`src/rtl/hwmac_pkg.sv`:
```
// Package: shared operation encoding for the high-word multiply-accumulate unit.
// Assumes a 2-bit operation select; the code 2'b11 is reserved and acts as multiply.
package hwmac_pkg;
    typedef enum logic [1:0] {
        OP_MUL  = 2'b00,
        OP_ACC  = 2'b01,
        OP_RSUB = 2'b10,
        OP_RSVD = 2'b11
    } hwmac_op_e;
endpackage

```
`src/rtl/hwmac_prod_stage.sv`:
```
// Stage 1: forms the full signed double-width product and registers it with the
// control fields and the accumulator operand.
// Assumes operands are two's complement; only the valid bit is reset.
module hwmac_prod_stage
    import hwmac_pkg::*;
#(
    parameter int W = 32
) (
    input  logic              clk,
    input  logic              rst_n,
    input  logic              in_valid,
    input  hwmac_op_e         in_op,
    input  logic              in_round,
    input  logic [W-1:0]      in_a,
    input  logic [W-1:0]      in_b,
    input  logic [W-1:0]      in_acc,
    output logic              s1_valid,
    output hwmac_op_e         s1_op,
    output logic              s1_round,
    output logic [2*W-1:0]    s1_prod,
    output logic [W-1:0]      s1_acc
);
    localparam int PW = 2 * W;

    logic signed [PW-1:0] a_ext;
    logic signed [PW-1:0] b_ext;
    logic        [PW-1:0] prod_d;

    // Sign-extend both operands and multiply at full width (wraps mod 2^PW).
    always_comb begin
        a_ext  = $signed({{W{in_a[W-1]}}, in_a});
        b_ext  = $signed({{W{in_b[W-1]}}, in_b});
        prod_d = a_ext * b_ext;
    end

    // Valid bit with synchronous active-low reset.
    always_ff @(posedge clk) begin
        if (!rst_n) s1_valid <= 1'b0;
        else        s1_valid <= in_valid;
    end

    // Datapath registers, loaded every cycle.
    always_ff @(posedge clk) begin
        s1_op    <= in_op;
        s1_round <= in_round;
        s1_prod  <= prod_d;
        s1_acc   <= in_acc;
    end
endmodule

```
`src/rtl/hwmac_combine_stage.sv`:
```
// Stage 2: applies the high-word aligned accumulate or reverse subtract, injects
// the rounding constant, and registers the upper word.
// Assumes modular arithmetic at double width with no saturation.
module hwmac_combine_stage
    import hwmac_pkg::*;
#(
    parameter int W = 32
) (
    input  logic              clk,
    input  logic              rst_n,
    input  logic              s1_valid,
    input  hwmac_op_e         s1_op,
    input  logic              s1_round,
    input  logic [2*W-1:0]    s1_prod,
    input  logic [W-1:0]      s1_acc,
    output logic              out_valid,
    output logic [W-1:0]      out_result
);
    localparam int PW = 2 * W;
    localparam logic [PW-1:0] HALF_LSB = PW'(1) << (W - 1);

    logic [PW-1:0] acc_hi;
    logic [PW-1:0] mixed;
    logic [PW-1:0] rounded;

    // Select the double-width intermediate for the requested operation.
    always_comb begin
        acc_hi = {s1_acc, {W{1'b0}}};
        case (s1_op)
            OP_ACC:  mixed = acc_hi + s1_prod;
            OP_RSUB: mixed = acc_hi - s1_prod;
            default: mixed = s1_prod;
        endcase
        rounded = s1_round ? (mixed + HALF_LSB) : mixed;
    end

    // Output valid with synchronous active-low reset.
    always_ff @(posedge clk) begin
        if (!rst_n) out_valid <= 1'b0;
        else        out_valid <= s1_valid;
    end

    // Register the upper word of the intermediate.
    always_ff @(posedge clk) begin
        out_result <= rounded[PW-1:W];
    end
endmodule

```
`src/rtl/hwmac_top.sv`:
```
// Top: two-stage signed high-word multiply / accumulate / reverse subtract.
// Assumes one operation per cycle and a fixed latency of two edges.
module hwmac_top
    import hwmac_pkg::*;
#(
    parameter int W = 32
) (
    input  logic          clk,
    input  logic          rst_n,
    input  logic          in_valid,
    input  logic [1:0]    in_op,
    input  logic          in_round,
    input  logic [W-1:0]  in_a,
    input  logic [W-1:0]  in_b,
    input  logic [W-1:0]  in_acc,
    output logic          out_valid,
    output logic [W-1:0]  out_result
);
    localparam int PW = 2 * W;

    logic           s1_valid;
    hwmac_op_e      s1_op;
    logic           s1_round;
    logic [PW-1:0]  s1_prod;
    logic [W-1:0]   s1_acc;

    hwmac_prod_stage #(.W(W)) u_prod (
        .clk      (clk),
        .rst_n    (rst_n),
        .in_valid (in_valid),
        .in_op    (hwmac_op_e'(in_op)),
        .in_round (in_round),
        .in_a     (in_a),
        .in_b     (in_b),
        .in_acc   (in_acc),
        .s1_valid (s1_valid),
        .s1_op    (s1_op),
        .s1_round (s1_round),
        .s1_prod  (s1_prod),
        .s1_acc   (s1_acc)
    );

    hwmac_combine_stage #(.W(W)) u_comb (
        .clk        (clk),
        .rst_n      (rst_n),
        .s1_valid   (s1_valid),
        .s1_op      (s1_op),
        .s1_round   (s1_round),
        .s1_prod    (s1_prod),
        .s1_acc     (s1_acc),
        .out_valid  (out_valid),
        .out_result (out_result)
    );
endmodule

```
`config.mk`:
```
export PLATFORM = sky130hd
export DESIGN_NAME = hwmac_top
export DESIGN_NICKNAME = d
export VERILOG_FILES = /design/src/rtl/hwmac_pkg.sv /design/src/rtl/hwmac_prod_stage.sv /design/src/rtl/hwmac_combine_stage.sv /design/src/rtl/hwmac_top.sv
export SDC_FILE = /design/constraint.sdc
export NUM_CORES = 2
export LEC_CHECK = 0
export BUFFER_PORTS_ARGS = -buffer_cell sky130_fd_sc_hd__buf_2
export CELL_PAD_IN_SITES_DETAIL_PLACEMENT = 0
export CELL_PAD_IN_SITES_GLOBAL_PLACEMENT = 1
export CORE_MARGIN = 2
export CORE_UTILIZATION = 52
export CTS_CLUSTER_SIZE = 25
export DETAILED_ROUTE_END_ITERATION = 12
export HOLD_SLACK_MARGIN = 0.06
export PLACE_DENSITY = 0.91
export SLEW_MARGIN = 20
export SYNTH_ARGS = -nofsm -noshare
export SYNTH_HDL_FRONTEND = slang
export SYNTH_SLANG_ARGS = --single-unit
```
`constraint.sdc`:
```
create_clock -name clk -period 11.1 [get_ports clk]
set_clock_uncertainty 0.15 [all_clocks]
set_input_delay 0.555 -clock clk [delete_from_list [all_inputs] [get_ports clk]]
set_output_delay 0.555 -clock clk [all_outputs]
set_load 0.02 [all_outputs]
```
==> results.md <==
* Hold depth at 1
* Multiplexer share of the synthesized area at 0.003844
* Status: complete, no violations
* XOR/XNOR Fraction of Synth Area at 0.02407
* CP Max Fanout at 32
* Most area-hungry cell type in the Yosys netlist: fa_1
* Setup TNS at 0 ns
* Grt ovf at 0
* Post-synth EDFFs at 0
* I/O Buffers at 134
* Post-Place Cells at 5,738
* R2r worst-path depth at 14
* Post-route antenna net violation count at 0
* Number of global-route vias before repair at 35,800
* Clk sinks at 133
* Cell Area, Synth at 43,620 um^2
* Vias at 32,560
* Nets at 6,145
* First-pass GRT wire length at 195,700 um
* Slew Limit Headroom at 0.2654
* Worst Path Required at 11.27 ns
* Clk Tree Root Cell: clkbuf_16
* DP Worst Slack at 1.854 ns
* Max incr delay on CP at 0.69 ns
* Final Routed Wirelength at 120,500 um
* Top cells by area, synth: fa_1 (50%), inv_1 (9.2%), and2_1 (7.3%), ha_1 (7.1%), dfxtp_1 (6.1%)
* Core region area at 83,290 um^2
* CTS tree: yes
* Site Rows at 106
* Slew Viols, Final at 0
* TritonRoute pass-1 iters at 6
* Unrepaired setup endpoints after global routing: false
* Pin count of the biggest net entering global routing at 49
* Mean Syn Cell Area at 9.194 um^2
* Min setup slack post-route at 2.151 ns
* Yosys warning total at 0
* Clk buf depth at 2
* Post-synth cell types at 85
* Most frequent cell after synthesis: fa_1
* Die width at 293.6 um
* Number of max-cap violations at 0
* Instance count of the mapped netlist at 4,744
* Post-Synth Adder-Cell Area at 0.5685
* # H-tree levels at 4
* Register area share after synthesis at 0.06105
* Hpwl dp at 93,900 um
* Share of the synthesized area in the top cell type at 0.4971
* Design Area, Final at 45,790 um^2
* Share of layout cells above drive strength 1 at 0.04721
* Die area at 86,210 um^2
* Worst slew pin tran at 1.101 ns
* Crit end category: flop
* Final Hold Vio Count at 0
* Setup CP Type: in -> reg
* Placer Congestion at 0.9493
* Clock latency at the later pin of the worst-skew pair at 0.45 ns
* Post CTS Setup Buffer Count at 0
* Initial core utilization at 0.5237
* Post-Synth Simple-Gate Area at 0.1636
* DR iter-0 viols at 2,299
* Area growth, synth to finish at 4.983%
* Layout Cells excl Fill at 5,815
* Routed len/inst at 20.72 um
* Critical Path AT at 9.12 ns
* Fin crit share at 0.8062
* Initial antenna violation count at 6
* Synth Area in Compound Gates at 0.06644
* GRT Util Overall at 0.2940
* # DRC at 0
* Max Freq at 111.7 MHz
* Most frequent CP cell: fa_1
* Placed Area at 44,870 um^2
* Final setup violation count at 0
* Largest family of logic cells by synthesized area: adder cells
* Synth Net Count at 6,178
* Startpoint Class: input port
* Die height at 293.6 um
* Hold buffers post-CTS at 33
* Post-synth ARST share at 0
* Number of synthesized register bits at 133
* Boundary Pins at 135
* CTS buffer count at 17
* Post-CTS sizing at 0
* Commonest cells post-synth: fa_1 (1,083), inv_1 (1,069), nand2_1 (580)
* Hold Path Class: in -> reg
* Average vias per placed instance at 5.598
* CP max stage cell: buf_2
* Tmin final at 8.949 ns
* Main synth FF type: dfxtp_1
* Clk pin slew, worst setup/hold paths at 0.06 ns
==> through the flow <==
stage	util	hold slack, ns
final	0.5498	0.09026
after global routing	0.5495	0.06389
after CTS	0.5493	0.06247
after detailed placement	0.5387	0.2853
after global placement	0.5387	0.2752
after floorplan	-	0.2618
==> sequential cells by signal, summed over array words and instances, names as in the netlist <==
signal / count
u_prod.s1_prod: 64
u_comb.out_result: 32
u_prod.s1_acc: 32
u_prod.s1_op: 2
u_comb.out_valid: 1
u_prod.s1_round: 1
u_prod.s1_valid: 1
==> layout by cell type (no fill, tap or decap), types with 7 or more instances in the layout <==
cell / count
a211oi_1: 18
a21o_1: 59
a21oi_1: 132
a221oi_1: 8
a31oi_1: 11
and2_1: 508
and3_1: 15
buf_2: 134
buf_4: 15
clkbuf_16: 17
dfxtp_1: 133
diode_2: 11
dlygate4sd3_1: 34
fa_1: 1083
ha_1: 249
inv_1: 1069
mux2i_1: 10
nand2_1: 580
nand2b_1: 25
nand3_1: 30
nand4_1: 17
nor2_1: 113
nor2b_1: 16
nor3_1: 37
nor4_1: 11
o211ai_1: 8
o21a_1: 15
o21ai_0: 60
o21bai_1: 17
o221ai_1: 7
o31a_1: 7
o31ai_1: 9
or2_2: 9
or3_1: 8
xnor2_1: 83
xor2_1: 35
==> per-layer routing <==
metal | global-route usage | vias to the layer above | wire [um] | share of wire
li1 | - | 14020 | - | -
met1 | 0.3753 | 16850 | 47480 | 0.39
met2 | 0.5012 | 1390 | 58580 | 0.49
met3 | 0.04864 | 294 | 9515 | 0.079
met4 | 0.1152 | 2 | 4928 | 0.041
met5 | 0 | - | 11 | 0.000091
==> critical path: cells and delay by family <==
family | cells | cell delay (ns)
compound gates | 10 | 2.96
fa+ha+maj | 9 | 4.25
xor+xnor | 1 | 0.17
buf+inv | 5 | 0.90
simple gates | 1 | 0.25
==> cells by family after synthesis <==
kind of cell	Yosys count
simple gates	1409
fa+ha+maj	1332
buf+inv	1306
compound gates	429
flops	133
xor+xnor	119
mux	16
==> worst paths after layout <==
check                                        start               endpoint  slack (ns)
worst min register to register     u_prod.s1_valid       u_comb.out_valid        0.29
worst max-delay path                       in_b[7]     u_prod.s1_prod[58]        2.15
worst min-delay path                      in_round        u_prod.s1_round        0.09
worst max register to register  u_prod.s1_prod[33]  u_comb.out_result[31]        6.05
==> final cells by class <==
type	count	area, um^2
diodes	11	27.53
clock buffers	20	456.7
clock inverters	12	96.34
fillers	7439	37500
inverters	1071	4020
multi-input cells	3305	36050
flip-flops and latches	133	2663
well taps	1080	1351
repair buffers	183	1124
Power is not shown: default switching activity piles up to over one toggle a cycle in this logic, so the estimate is an artifact.
